`src/rtl/flags_pop_pkg.sv`:
```
package flags_pop_pkg;

  typedef enum logic [1:0] {
    MODE_REAL = 2'd0,
    MODE_PROT = 2'd1,
    MODE_V86  = 2'd2,
    MODE_LONG = 2'd3
  } cpu_mode_e;

  typedef enum logic [1:0] {
    OSZ_16  = 2'd0,
    OSZ_32  = 2'd1,
    OSZ_64  = 2'd2,
    OSZ_BAD = 2'd3
  } op_size_e;

  // flag positions the merge rules depend on
  localparam int IF_POS     = 9;
  localparam int IOPL_LO    = 12;
  localparam int IOPL_HI    = 13;
  localparam int VM_POS     = 17;
  localparam int VIF_POS    = 19;
  localparam int VIP_POS    = 20;
  localparam int TOP_DEFINED = 21;

  // bits a pop may always write (IF and IOPL are added per privilege)
  localparam logic [63:0] FREE_WMASK = 64'h0000_0000_0025_4DD5;
  localparam logic [63:0] FLAGS_RST  = 64'h0000_0000_0000_0002;

endpackage

```
`src/rtl/flags_pop_gate.sv`:
```
module flags_pop_gate
  import flags_pop_pkg::*;
#(
  parameter int FW = 64
) (
  input  cpu_mode_e       mode,
  input  logic [1:0]      cpl,
  input  logic            vme,
  input  op_size_e        osize,
  input  logic [FW-1:0]   cur_flags,
  output logic [FW-1:0]   wmask,
  output logic            fault
);

  localparam logic [FW-1:0] LOW16 = FW'(64'h0000_0000_0000_FFFF);
  localparam logic [FW-1:0] LOW32 = FW'(64'h0000_0000_FFFF_FFFF);

  logic [1:0] priv_eff;
  logic [1:0] cur_iopl;
  logic       if_ok;
  logic       iopl_ok;
  logic       size_bad;
  logic       v86_bad;

  assign cur_iopl = cur_flags[IOPL_HI:IOPL_LO];

  // real mode acts as most privileged, virtual-8086 as least
  always_comb begin
    unique case (mode)
      MODE_REAL: priv_eff = 2'd0;
      MODE_V86:  priv_eff = 2'd3;
      default:   priv_eff = cpl;
    endcase
  end

  assign if_ok   = (priv_eff <= cur_iopl);
  assign iopl_ok = (priv_eff == 2'd0);

  always_comb begin
    size_bad = 1'b0;
    if (osize == OSZ_BAD)                          size_bad = 1'b1;
    if ((mode == MODE_LONG) && (osize == OSZ_32))  size_bad = 1'b1;
    if ((mode != MODE_LONG) && (osize == OSZ_64))  size_bad = 1'b1;
  end

  assign v86_bad = (mode == MODE_V86) && (cur_iopl != 2'd3) &&
                   (!vme || (osize != OSZ_16));
  assign fault   = size_bad || v86_bad;

  always_comb begin
    wmask = FREE_WMASK[FW-1:0];
    if (if_ok)   wmask[IF_POS] = 1'b1;
    if (iopl_ok) wmask[IOPL_HI:IOPL_LO] = 2'b11;
    unique case (osize)
      OSZ_16:  wmask = wmask & LOW16;
      OSZ_32:  wmask = wmask & LOW32;
      default: wmask = wmask;
    endcase
  end

endmodule

```
`src/rtl/flags_pop_merge.sv`:
```
module flags_pop_merge
  import flags_pop_pkg::*;
#(
  parameter int FW = 64
) (
  input  logic [FW-1:0] cur_flags,
  input  logic [FW-1:0] popped,
  input  logic [FW-1:0] wmask,
  output logic [FW-1:0] nxt_flags
);

  logic [FW-1:0] blended;

  assign blended = (cur_flags & ~wmask) | (popped & wmask);

  // fixed bits: 1 is set, 3/5/15 and undefined high bits are clear
  for (genvar b = 0; b < FW; b++) begin : g_fix
    if (b == 1) begin : g_one
      assign nxt_flags[b] = 1'b1;
    end else if ((b == 3) || (b == 5) || (b == 15) || (b > TOP_DEFINED)) begin : g_zero
      assign nxt_flags[b] = 1'b0;
    end else begin : g_pass
      assign nxt_flags[b] = blended[b];
    end
  end

endmodule

```
`src/rtl/flags_pop_step.sv`:
```
module flags_pop_step
  import flags_pop_pkg::*;
#(
  parameter int DW = 4
) (
  input  op_size_e      osize,
  output logic [DW-1:0] delta
);

  always_comb begin
    unique case (osize)
      OSZ_16:  delta = DW'(2);
      OSZ_32:  delta = DW'(4);
      OSZ_64:  delta = DW'(8);
      default: delta = '0;
    endcase
  end

endmodule

```
`src/rtl/flags_pop_unit.sv`:
```
module flags_pop_unit
  import flags_pop_pkg::*;
#(
  parameter int FLAGS_W = 64,
  localparam int DELTA_W = $clog2(FLAGS_W / 8) + 1
) (
  input  logic               clk,
  input  logic               rst_n,
  input  logic               in_valid,
  output logic               in_ready,
  input  logic [FLAGS_W-1:0] in_pop,
  input  logic [1:0]         in_mode,
  input  logic [1:0]         in_cpl,
  input  logic               in_vme,
  input  logic [1:0]         in_osize,
  output logic               out_valid,
  input  logic               out_ready,
  output logic [DELTA_W-1:0] out_sp_delta,
  output logic               out_fault,
  output logic [FLAGS_W-1:0] flags_o
);

  cpu_mode_e          mode_c;
  op_size_e           osz_c;
  logic [FLAGS_W-1:0] wmask_c;
  logic [FLAGS_W-1:0] nxt_c;
  logic               fault_c;
  logic [DELTA_W-1:0] step_c;
  logic               take;

  assign mode_c   = cpu_mode_e'(in_mode);
  assign osz_c    = op_size_e'(in_osize);
  assign in_ready = !out_valid || out_ready;
  assign take     = in_valid && in_ready;

  flags_pop_gate #(.FW(FLAGS_W)) u_gate (
    .mode      (mode_c),
    .cpl       (in_cpl),
    .vme       (in_vme),
    .osize     (osz_c),
    .cur_flags (flags_o),
    .wmask     (wmask_c),
    .fault     (fault_c)
  );

  flags_pop_merge #(.FW(FLAGS_W)) u_merge (
    .cur_flags (flags_o),
    .popped    (in_pop),
    .wmask     (wmask_c),
    .nxt_flags (nxt_c)
  );

  flags_pop_step #(.DW(DELTA_W)) u_step (
    .osize (osz_c),
    .delta (step_c)
  );

  always_ff @(posedge clk) begin
    if (!rst_n) begin
      flags_o      <= FLAGS_RST[FLAGS_W-1:0];
      out_valid    <= 1'b0;
      out_sp_delta <= '0;
      out_fault    <= 1'b0;
    end else if (take) begin
      out_valid    <= 1'b1;
      out_fault    <= fault_c;
      out_sp_delta <= fault_c ? '0 : step_c;
      if (!fault_c) flags_o <= nxt_c;
    end else if (out_ready) begin
      out_valid <= 1'b0;
    end
  end

  assert_fixed_bits_R8: assert property (@(posedge clk) disable iff (!rst_n)
    flags_o[1] && !flags_o[3] && !flags_o[5] && !flags_o[15]);

  assert_virt_bits_kept_R3: assert property (@(posedge clk) disable iff (!rst_n)
    take |=> (flags_o[VM_POS] == $past(flags_o[VM_POS])) &&
             (flags_o[VIF_POS] == $past(flags_o[VIF_POS])) &&
             (flags_o[VIP_POS] == $past(flags_o[VIP_POS])));

  assert_fault_no_write_R10: assert property (@(posedge clk) disable iff (!rst_n)
    (take && fault_c) |=> (flags_o == $past(flags_o)) && out_fault);

  assert_hold_result_R11: assert property (@(posedge clk) disable iff (!rst_n)
    (out_valid && !out_ready) |=> out_valid && $stable(out_sp_delta) &&
                                  $stable(out_fault) && $stable(flags_o));

  assert_delta_shape_R2: assert property (@(posedge clk) disable iff (!rst_n)
    out_valid |-> (out_fault ? (out_sp_delta == '0) : ($countones(out_sp_delta) == 1)));

  assert_iopl_guard_R4: assert property (@(posedge clk) disable iff (!rst_n)
    (take && (mode_c == MODE_PROT) && (in_cpl != 2'd0)) |=>
      (flags_o[IOPL_HI:IOPL_LO] == $past(flags_o[IOPL_HI:IOPL_LO])));

  assert_if_guard_R5: assert property (@(posedge clk) disable iff (!rst_n)
    (take && (mode_c == MODE_PROT) && (in_cpl > flags_o[IOPL_HI:IOPL_LO])) |=>
      (flags_o[IF_POS] == $past(flags_o[IF_POS])));

endmodule

```
`config.mk`:
```
export PLATFORM = sky130hd
export DESIGN_NAME = flags_pop_unit
export DESIGN_NICKNAME = d
export VERILOG_FILES = /design/src/rtl/flags_pop_pkg.sv /design/src/rtl/flags_pop_gate.sv /design/src/rtl/flags_pop_merge.sv /design/src/rtl/flags_pop_step.sv /design/src/rtl/flags_pop_unit.sv
export SDC_FILE = /design/constraint.sdc
export NUM_CORES = 1
export LEC_CHECK = 0
export CAP_MARGIN = 0
export CELL_PAD_IN_SITES_DETAIL_PLACEMENT = 1
export CELL_PAD_IN_SITES_GLOBAL_PLACEMENT = 1
export CORE_ASPECT_RATIO = 0.5
export CORE_MARGIN = 4
export CORE_UTILIZATION = 17
export DETAILED_ROUTE_END_ITERATION = 12
export GPL_TIMING_DRIVEN = 0
export PLACE_DENSITY = 0.77
export SYNTH_ARGS = -nofsm -noshare
export SYNTH_HDL_FRONTEND = slang
export SYNTH_SLANG_ARGS = --single-unit
```
`constraint.sdc`:
```
create_clock -name clk -period 2.26 [get_ports clk]
set_clock_uncertainty 0.2 [all_clocks]
set_input_delay 0.226 -clock clk [delete_from_list [all_inputs] [get_ports clk]]
set_output_delay 0.226 -clock clk [all_outputs]
set_load 0.01 [all_outputs]
```
# Yosys cells after proc, flatten, opt, wreduce, memory -nomap -nowiden
# Cells that the tools add are included.
[word_totals]
reg_bits = 24
output_inout_bits = 71
inputBits = 75
elab_cells = 44
[op_classes]
magnitude_cmp = 1
bitwise = 5
mux = 11
n_reduce_logical = 16
eq_ne = 7
[ops]
columns = ["op", "count"]
rows = [
  ["$and 22x22->22", 2],
  ["$mux 22", 1],
  ["$not 22->22", 1],
  ["$or 22x22->22", 1],
  ["$pmux 4 s3", 1],
  ["$eq 2x2->1 const B", 4],
  ["$logic_not 2->1", 3],
  ["$mux 1", 6],
  ["$logic_and 1x1->1", 5],
  ["$mux 4", 1],
  ["$ne 2x2->1 const B", 2],
  ["$pmux 2 s2", 1],
  ["$reduce_bool 2->1", 2],
  ["$logic_or 1x1->1", 3],
  ["$eq 2x1->1 const B", 1],
  ["$le 2x2->1", 1],
  ["$logic_not 1->1", 2],
  ["$mux 2", 1],
  ["$reduce_and 2->1", 1],
  ["$not 1->1", 1],
]

# Depth between registers and ports, before layout
# Gate-level depths: netlist of run 1.
[logic_depth]
ltp_word = 8
depth_mapped = 7

# By module
# Synthesis of run 1 repeated with hierarchy kept, for this count alone.
[hier_totals]
hier_cells = 457
hier_area_um2 = 4134.0
[modules_own_cells]
columns = ["mod", "instances", "seq_area_each_um2", "cells_per_inst", "area_per_inst_um2"]
rows = [
  ["flags_pop_unit", 1, 1401.3, 304, 2890.3],
  ["flags_pop_merge", 1, 0.0, 66, 623.1],
  ["flags_pop_gate", 1, 0.0, 82, 590.6],
  ["flags_pop_step", 1, 0.0, 5, 30.0],
]

# Worst setup path after synthesis of run 1
# No wires, ideal clock.
[synth_timing]
path_kind = "reg2reg"
from = "register out_valid"
to = "register out_sp_delta[3]"
setup_time_ns = 0.076
t_arrival_ns = 1.428
path_stages_with_launch = 5
period_less_slack_ns = 1.703
required_time_ns = 1.984
setup_slack_ns = 0.557
path_cell_list = "dfxtp_1 or2b_2 nand2_1 or4b_2 a21boi_0"
[synth_between]
elab_chain_len = 3
[synth_rtl]
columns = ["item", "line", "text"]
rows = [
  ["from (decl)", "flags_pop_unit.sv:16", "output logic out_valid,"],
  ["from (signal assigned)", "flags_pop_unit.sv:61", "out_valid <= 1'b0;"],
  ["from (signal assigned)", "flags_pop_unit.sv:65", "out_valid <= 1'b1;"],
  ["from (signal assigned)", "flags_pop_unit.sv:70", "out_valid <= 1'b0;"],
  ["$logic_not 1->1", "flags_pop_unit.sv:33", "assign in_ready = !out_valid || out_ready;"],
  ["$logic_or 1x1->1", "flags_pop_unit.sv:33", ""],
  ["net in_ready", "flags_pop_unit.sv:10", "output logic in_ready,"],
  ["$logic_and 1x1->1", "flags_pop_unit.sv:34", "assign take = in_valid && in_ready;"],
  ["to (signal assigned)", "flags_pop_unit.sv:67", "out_sp_delta <= fault_c ? '0 : step_c;"],
  ["to (decl)", "flags_pop_unit.sv:18", "output logic [DELTA_W-1:0] out_sp_delta,"],
]
# The timed path passes the listed nets, and every way through them passes these cells.
# A chain may end at the register's enable or synchronous reset.

==> flow_summary.yaml, run 1 <==
critical_path:
  ff2ff_setup_slack_ns: 0.50
  r2r-start: "out_valid"
  reg2reg_depth: 4
  required_ns: 2.24
  cpLargestDelayFamily: "simple AND/OR/NAND/NOR gates"
  worstPathArrival_ns: 1.89
  path_cells: "clkdlybuf4s50_1 -> nand2b_1 -> nand2_1 -> ha_1 -> nor2b_1 -> a2bb2oi_1 -> nor3_1 -> mux2i_1"
  r2r-end: "out_sp_delta[3]"
  cpMaxStageDelayCell: "clkdlybuf4s50_1"
  cp_num_buf_inv: 1
  cp_max_fo: 4
  slowest_delay_ns: 0.46
  end_kind: "flop"
  startpoint_type: "input port"
  worst-setup-path-type: "input port to flop"
timing:
  period_needed_ns: 1.91
  post-route-period-util: 0.846
  setup_viol: 0
  fmax_mhz: 523
  finalHoldViolCount: 0
  final_max_slew_viol_count: 0
  layout_setup_ws_ns: 0.349
  rsz0062_at_grt: "no"
clock_network:
  cts.htree.levels: 1
  path_clk_slew_ns: 0.06
  cts_buffer_depth: 2
  cts_tree: "yes"
  clock_latency_ns: 0.25
  holdBufCountCts: 0
  clock-sinks: 20
  post-cts-setup-buffers: 0
  numCtsBuffers: 3
  cts-root-buf: "clkbuf_16"
synthesis:
  syn_area_per_cell_um2: 8.24
  async_flop_share: 0
  ys_seq_area_frac: 0.304
  ys_ff_latch: 20
  synthTopCellsByArea: "dfxtp_1, buf_4, mux2i_1"
  synth.largest_area_cell: "dfxtp_1"
  synth_cell_type_count: 29
  synth_edf_count: 0
  netlist.area_leader.share: 0.304
  synthCells: 160
  synth.cell_area_um2: 1320
  ys_warn_count: 0
  synthFlopType: "dfxtp_1"
global_route:
  antenna_found_initial: 0
  track_usage: 0.0787
  grt_first_pass_wirelength_mm: 6.03
  busiest_layer: "met2"
  grt_pass1_vias: 1251
  use_met3: 0.0151
  grt_start_max_net_pins: 11
  grt-ovfl-total: 0
  grtUsageMet1: 0.0827
  use_met2: 0.160
place:
  dp_slack_ns: -0.118
  hpwlAfterDp_mm: 3.17
  io_buffers: 45
  place.gp.congestion: 0.653
floorplanning:
  io_pins: 146
  coreArea_um2: 7430
  rows: 22
  initial_core_util: 0.177
  die_h_um: 70.3
  die_area_um2: 9320
  fp.dieW_um: 133
detailed_routing:
  drc: 0
  antenna_left: 0
  viasPerCell: 3.42
  drt-total-wl_mm: 3.63
  via_count: 1204
  wire_per_inst_um: 10.3
  drt_first_pass_iters: 4
  first_iter_violations: 33
min_path:
  min_to: "flags_o[6]"
  whs_path_depth: 3
  hold_start: "rst_n"
  hold_path.class: "input port to flop"
pwr:
  p_leak_nw: 1.01
  ir_worst_vdd_mv: 0.232
  p_per_area_nw_per_um2: 473
final_layout:
  nets: 335
  multi_input_area_um2: 697
  area_growth_pct: 62.8
  layout-drive-gt1-share: 0.227
  regArea_um2: 400
  n_antenna_cell: 0
  fin_util: 0.289
  final.fill_count: 912
run:
  maxCapViolCount: 0
run_status:
  status: "complete, no violations"
worst register-to-register path, cell delays in order, from the launching register on:
cell      delay [ns]
dfxtp_1         0.32
or2b_2          0.19
nand2_1         0.16
or4b_2          0.66
a21boi_0        0.17
metal layers:
metal,vias up,routed length (um)
li1,610,-
met1,556,1310
met2,36,2110
met3,2,164
met4,0,34
met5,-,0
cells in the mapped netlist (2+ instances only):
| cell type | n |
|---|---|
| nand2b_1 | 2 |
| mux2i_1 | 15 |
| conb_1 | 2 |
| nor3_1 | 2 |
| buf_4 | 50 |
| a21boi_0 | 3 |
| dfxtp_1 | 20 |
| nor2_1 | 3 |
| clkbuf_1 | 4 |
| nand2_1 | 37 |
| inv_1 | 3 |
| ha_1 | 2 |
cells by family (layout without fill, tap and decap cells):
family                     Yosys count  count (layout)  synth area share
adders and majority gates            2               2            0.0190
buffers and inverters               57             105             0.305
AOI/OAI and AO/OA                   11              11            0.0655
muxes                               15              15             0.114
other                                2              50           0.00569
DFF                                 20              20             0.304
and+or+nand+nor                     53              53             0.188
area by class of cell:
| type | count | share of cell area |
|---|---|---|
| flip-flops and latches | 20 | 0.186 |
| plain buffers | 54 | 0.182 |
| clock buffers | 3 | 0.0350 |
| inverters | 3 | 0.00524 |
| well taps | 96 | 0.0559 |
| multi-input cells | 131 | 0.325 |
| repair buffers | 45 | 0.211 |
per-stage QoR:
stage                     area [um^2]  power (mW)  setup TNS (ns)  instances  hold WS, ns
after floorplan                  1500       0.561               0        208        0.168
after CTS                        2140        1.03               0        352        0.161
after detailed placement         2070       0.664          -0.118        349        0.252
after global routing             2150        1.07               0        352        0.189
final                            2150        1.02               0        352        0.156
after global placement           2070       0.659        -0.00477        349        0.244
cells in the final DEF, fill, tap and decap left out:
cell,synthesis,routed
clkdlybuf4s50_1,0,44
o221a_2,1,1
nand2_1,37,37
or2b_2,1,1
nand2b_1,2,2
a21boi_0,3,3
a21boi_1,1,1
dfxtp_1,20,20
buf_4,50,50
a221o_1,1,1
a21oi_1,1,1
or4b_1,1,1
and2_1,1,1
o21ai_0,1,1
nor3_1,2,2
conb_1,2,50
inv_1,3,3
clkbuf_1,4,4
or4b_2,1,1
ha_1,2,2
nor3b_1,1,1
mux2i_1,15,15
nor2_4,1,1
nor2_1,3,3
a2bb2oi_1,1,1
clkbuf_16,0,3
a2111oi_0,1,1
nand3_1,1,1
nor2b_1,1,1
dlymetal6s2s_1,0,1
nor3_2,1,1
o21a_1,1,1
worst max-delay path by stage:
| stage | cells after the start | start | slack [ns] | to |
|---|---|---|---|---|
| final | 8 | in_mode[1] | 0.35 | flop |
| after detailed placement | 8 | in_mode[0] | -0.12 | flop |
| after floorplan | 4 | out_valid | 0.56 | out_sp_delta[3] |
| after CTS | 8 | in_mode[0] | 0.16 | flop |
| after global routing | 8 | in_mode[1] | 0.17 | flop |
| after global placement | 8 | in_mode[0] | -0.005 | flop |
power by group:
group / internal, mW / leakage [nW] / switching (mW) / total [mW]
Sequential: 0.370 / 0.163 / 0.00913 / 0.379
Combinational: 0.154 / 0.809 / 0.124 / 0.278
Clock: 0.233 / 0.0370 / 0.126 / 0.359
what timing repair did:
action | in CTS | in global routing
gates resized for setup | 0 | 1
hold endpoints to repair | 0 | 0
setup endpoints to repair | 0 | 1
(Power assumes the default switching activity.)
==> run 2, diff against run 1 <==
clock period = 1.9 ns   (was 2.26 ns; I/O delays follow)
==> flow_summary.yaml, run 2 (synthesis results as in run 1) <==
run_status:
  status: "complete, no violations"
timing:
  final_max_slew_viol_count: 0
  finalHoldViolCount: 0
  fmax_mhz: 544
  post-route-period-util: 0.968
  setup_viol: 0
  period_needed_ns: 1.84
  finalSetupTns_ns: 0
  rsz0062_at_grt: "no"
pwr:
  clkPwrFrac: 0.349
  p_per_area_nw_per_um2: 558
  p_leak_nw: 1.02
  switching_share: 0.254
  p_int_mw: 0.907
  ir_worst_vdd_mv: 0.275
  power_frac_seq: 0.371
  power.switching_mw: 0.309
  comb_power_share: 0.280
detailed_routing:
  drc: 0
  via_count: 1209
  viasPerCell: 3.42
  antenna_left: 0
  drt_first_pass_iters: 4
  wire_per_inst_um: 10.4
  drt-total-wl_mm: 3.69
  first_iter_violations: 23
global_route:
  grt_pass1_vias: 1250
  antenna_found_initial: 0
  grt-ovfl-total: 0
  grt_start_max_net_pins: 11
  grt_first_pass_wirelength_mm: 6.03
  track_usage: 0.0787
final_layout:
  mostFrequentLayoutCells: "buf_4, conb_1, clkdlybuf4s50_1"
  n_antenna_cell: 0
  nets: 337
  final_common_cell: "buf_4"
  area_growth_pct: 65.4
  fin_util: 0.293
  layout-drive-gt1-share: 0.240
critical_path:
  cp_max_fo: 4
  end_kind: "output pin"
  required_ns: 1.51
  cp-startpoint: "out_ready"
  worst-setup-path-type: "input port to output pin"
  worstPathArrival_ns: 1.45
  startpoint_type: "input port"
clock_network:
  holdBufCountCts: 0
  cts_buffer_depth: 2
  cts_tree: "yes"
  clock-sinks: 20
  path_clk_slew_ns: 0.05
  cts-root-buf: "clkbuf_16"
  cts.htree.levels: 1
  clock_latency_ns: 0.25
  numCtsBuffers: 3
min_path:
  hold_path.class: "input port to flop"
  hold_start: "rst_n"
floorplanning:
  coreArea_um2: 7430
  fp.dieW_um: 133
  initial_core_util: 0.177
  die_area_um2: 9320
  io_pins: 146
  die_h_um: 70.3
  rows: 22
place:
  hpwlAfterDp_mm: 3.17
  io_buffers: 45
  place.gp.congestion: 0.653
run:
  maxCapViolCount: 0
## run 2: cell types whose count changed in the layout (fill, tap and decap cells not counted)
cell             delta
buf_12              +1
buf_4               +1
clkdlybuf4s50_1     -1
dlygate4sd2_1       +1
nand2_1             -1
nand2_2             +1
nor3_1              -1
nor3_2              +1
## run 2: metal layers
metal | part of all wire | wire, um | global-route usage | vias up
met1 | 0.37 | 1350 | 0.0827 | 560
met2 | 0.58 | 2140 | 0.160 | 34
li1 | - | - | - | 613
met5 | 0 | 0 | 0 | -
met4 | 0.0092 | 34 | 0.0207 | 0
met3 | 0.045 | 166 | 0.0151 | 2
## run 2: area by class of cell
| cell class | instances | area [um^2] |
|---|---|---|
| repair buffers | 47 | 479 |
| inverters | 3 | 11.3 |
| plain buffers | 54 | 390 |
| multi-input cells | 131 | 704 |
| clock buffers | 3 | 75.1 |
| well taps | 96 | 120 |
| flip-flops and latches | 20 | 400 |
| fillers | 913 | 5250 |
## run 2: power by group through the flow
stage,clock network [mW],registers (mW),logic [mW]
after floorplan,0,0.469,0.197
after global placement,0,0.460,0.324
after detailed placement,0,0.460,0.329
after CTS,0.441,0.451,0.330
after global routing,0.455,0.455,0.375
final,0.425,0.451,0.340
## run 2: repair_timing
item	CTS	global route
setup endpoints to repair	1	7
resized for setup	2	2
pin swaps	0	1
setup buffers	0	2
## run 2: final timing paths
check	depth (start not counted)	end	slack (ns)
min	3	flags_o[4]	0.12
min reg2reg	2	out_sp_delta[2]	0.26
max	3	in_ready	0.06
max reg2reg	4	out_sp_delta[2]	0.17
## run 2: worst max-delay path, stage by stage
cell,delay [ns]
clkdlybuf4s50_1,0.42
or2b_2,0.34
clkdlybuf4s50_1,0.50
## run 2: metrics by stage
step / area, um^2 / hold slack (ns) / worst slack, ns / instances / power, mW
after floorplan: 1500 / 0.132 / 0.197 / 208 / 0.667
after global placement: 2070 / 0.244 / -0.329 / 349 / 0.784
after detailed placement: 2070 / 0.252 / -0.442 / 349 / 0.789
after CTS: 2150 / 0.125 / 0.0536 / 352 / 1.22
after global routing: 2180 / 0.153 / 0.0190 / 354 / 1.28
final: 2180 / 0.118 / 0.0609 / 354 / 1.22
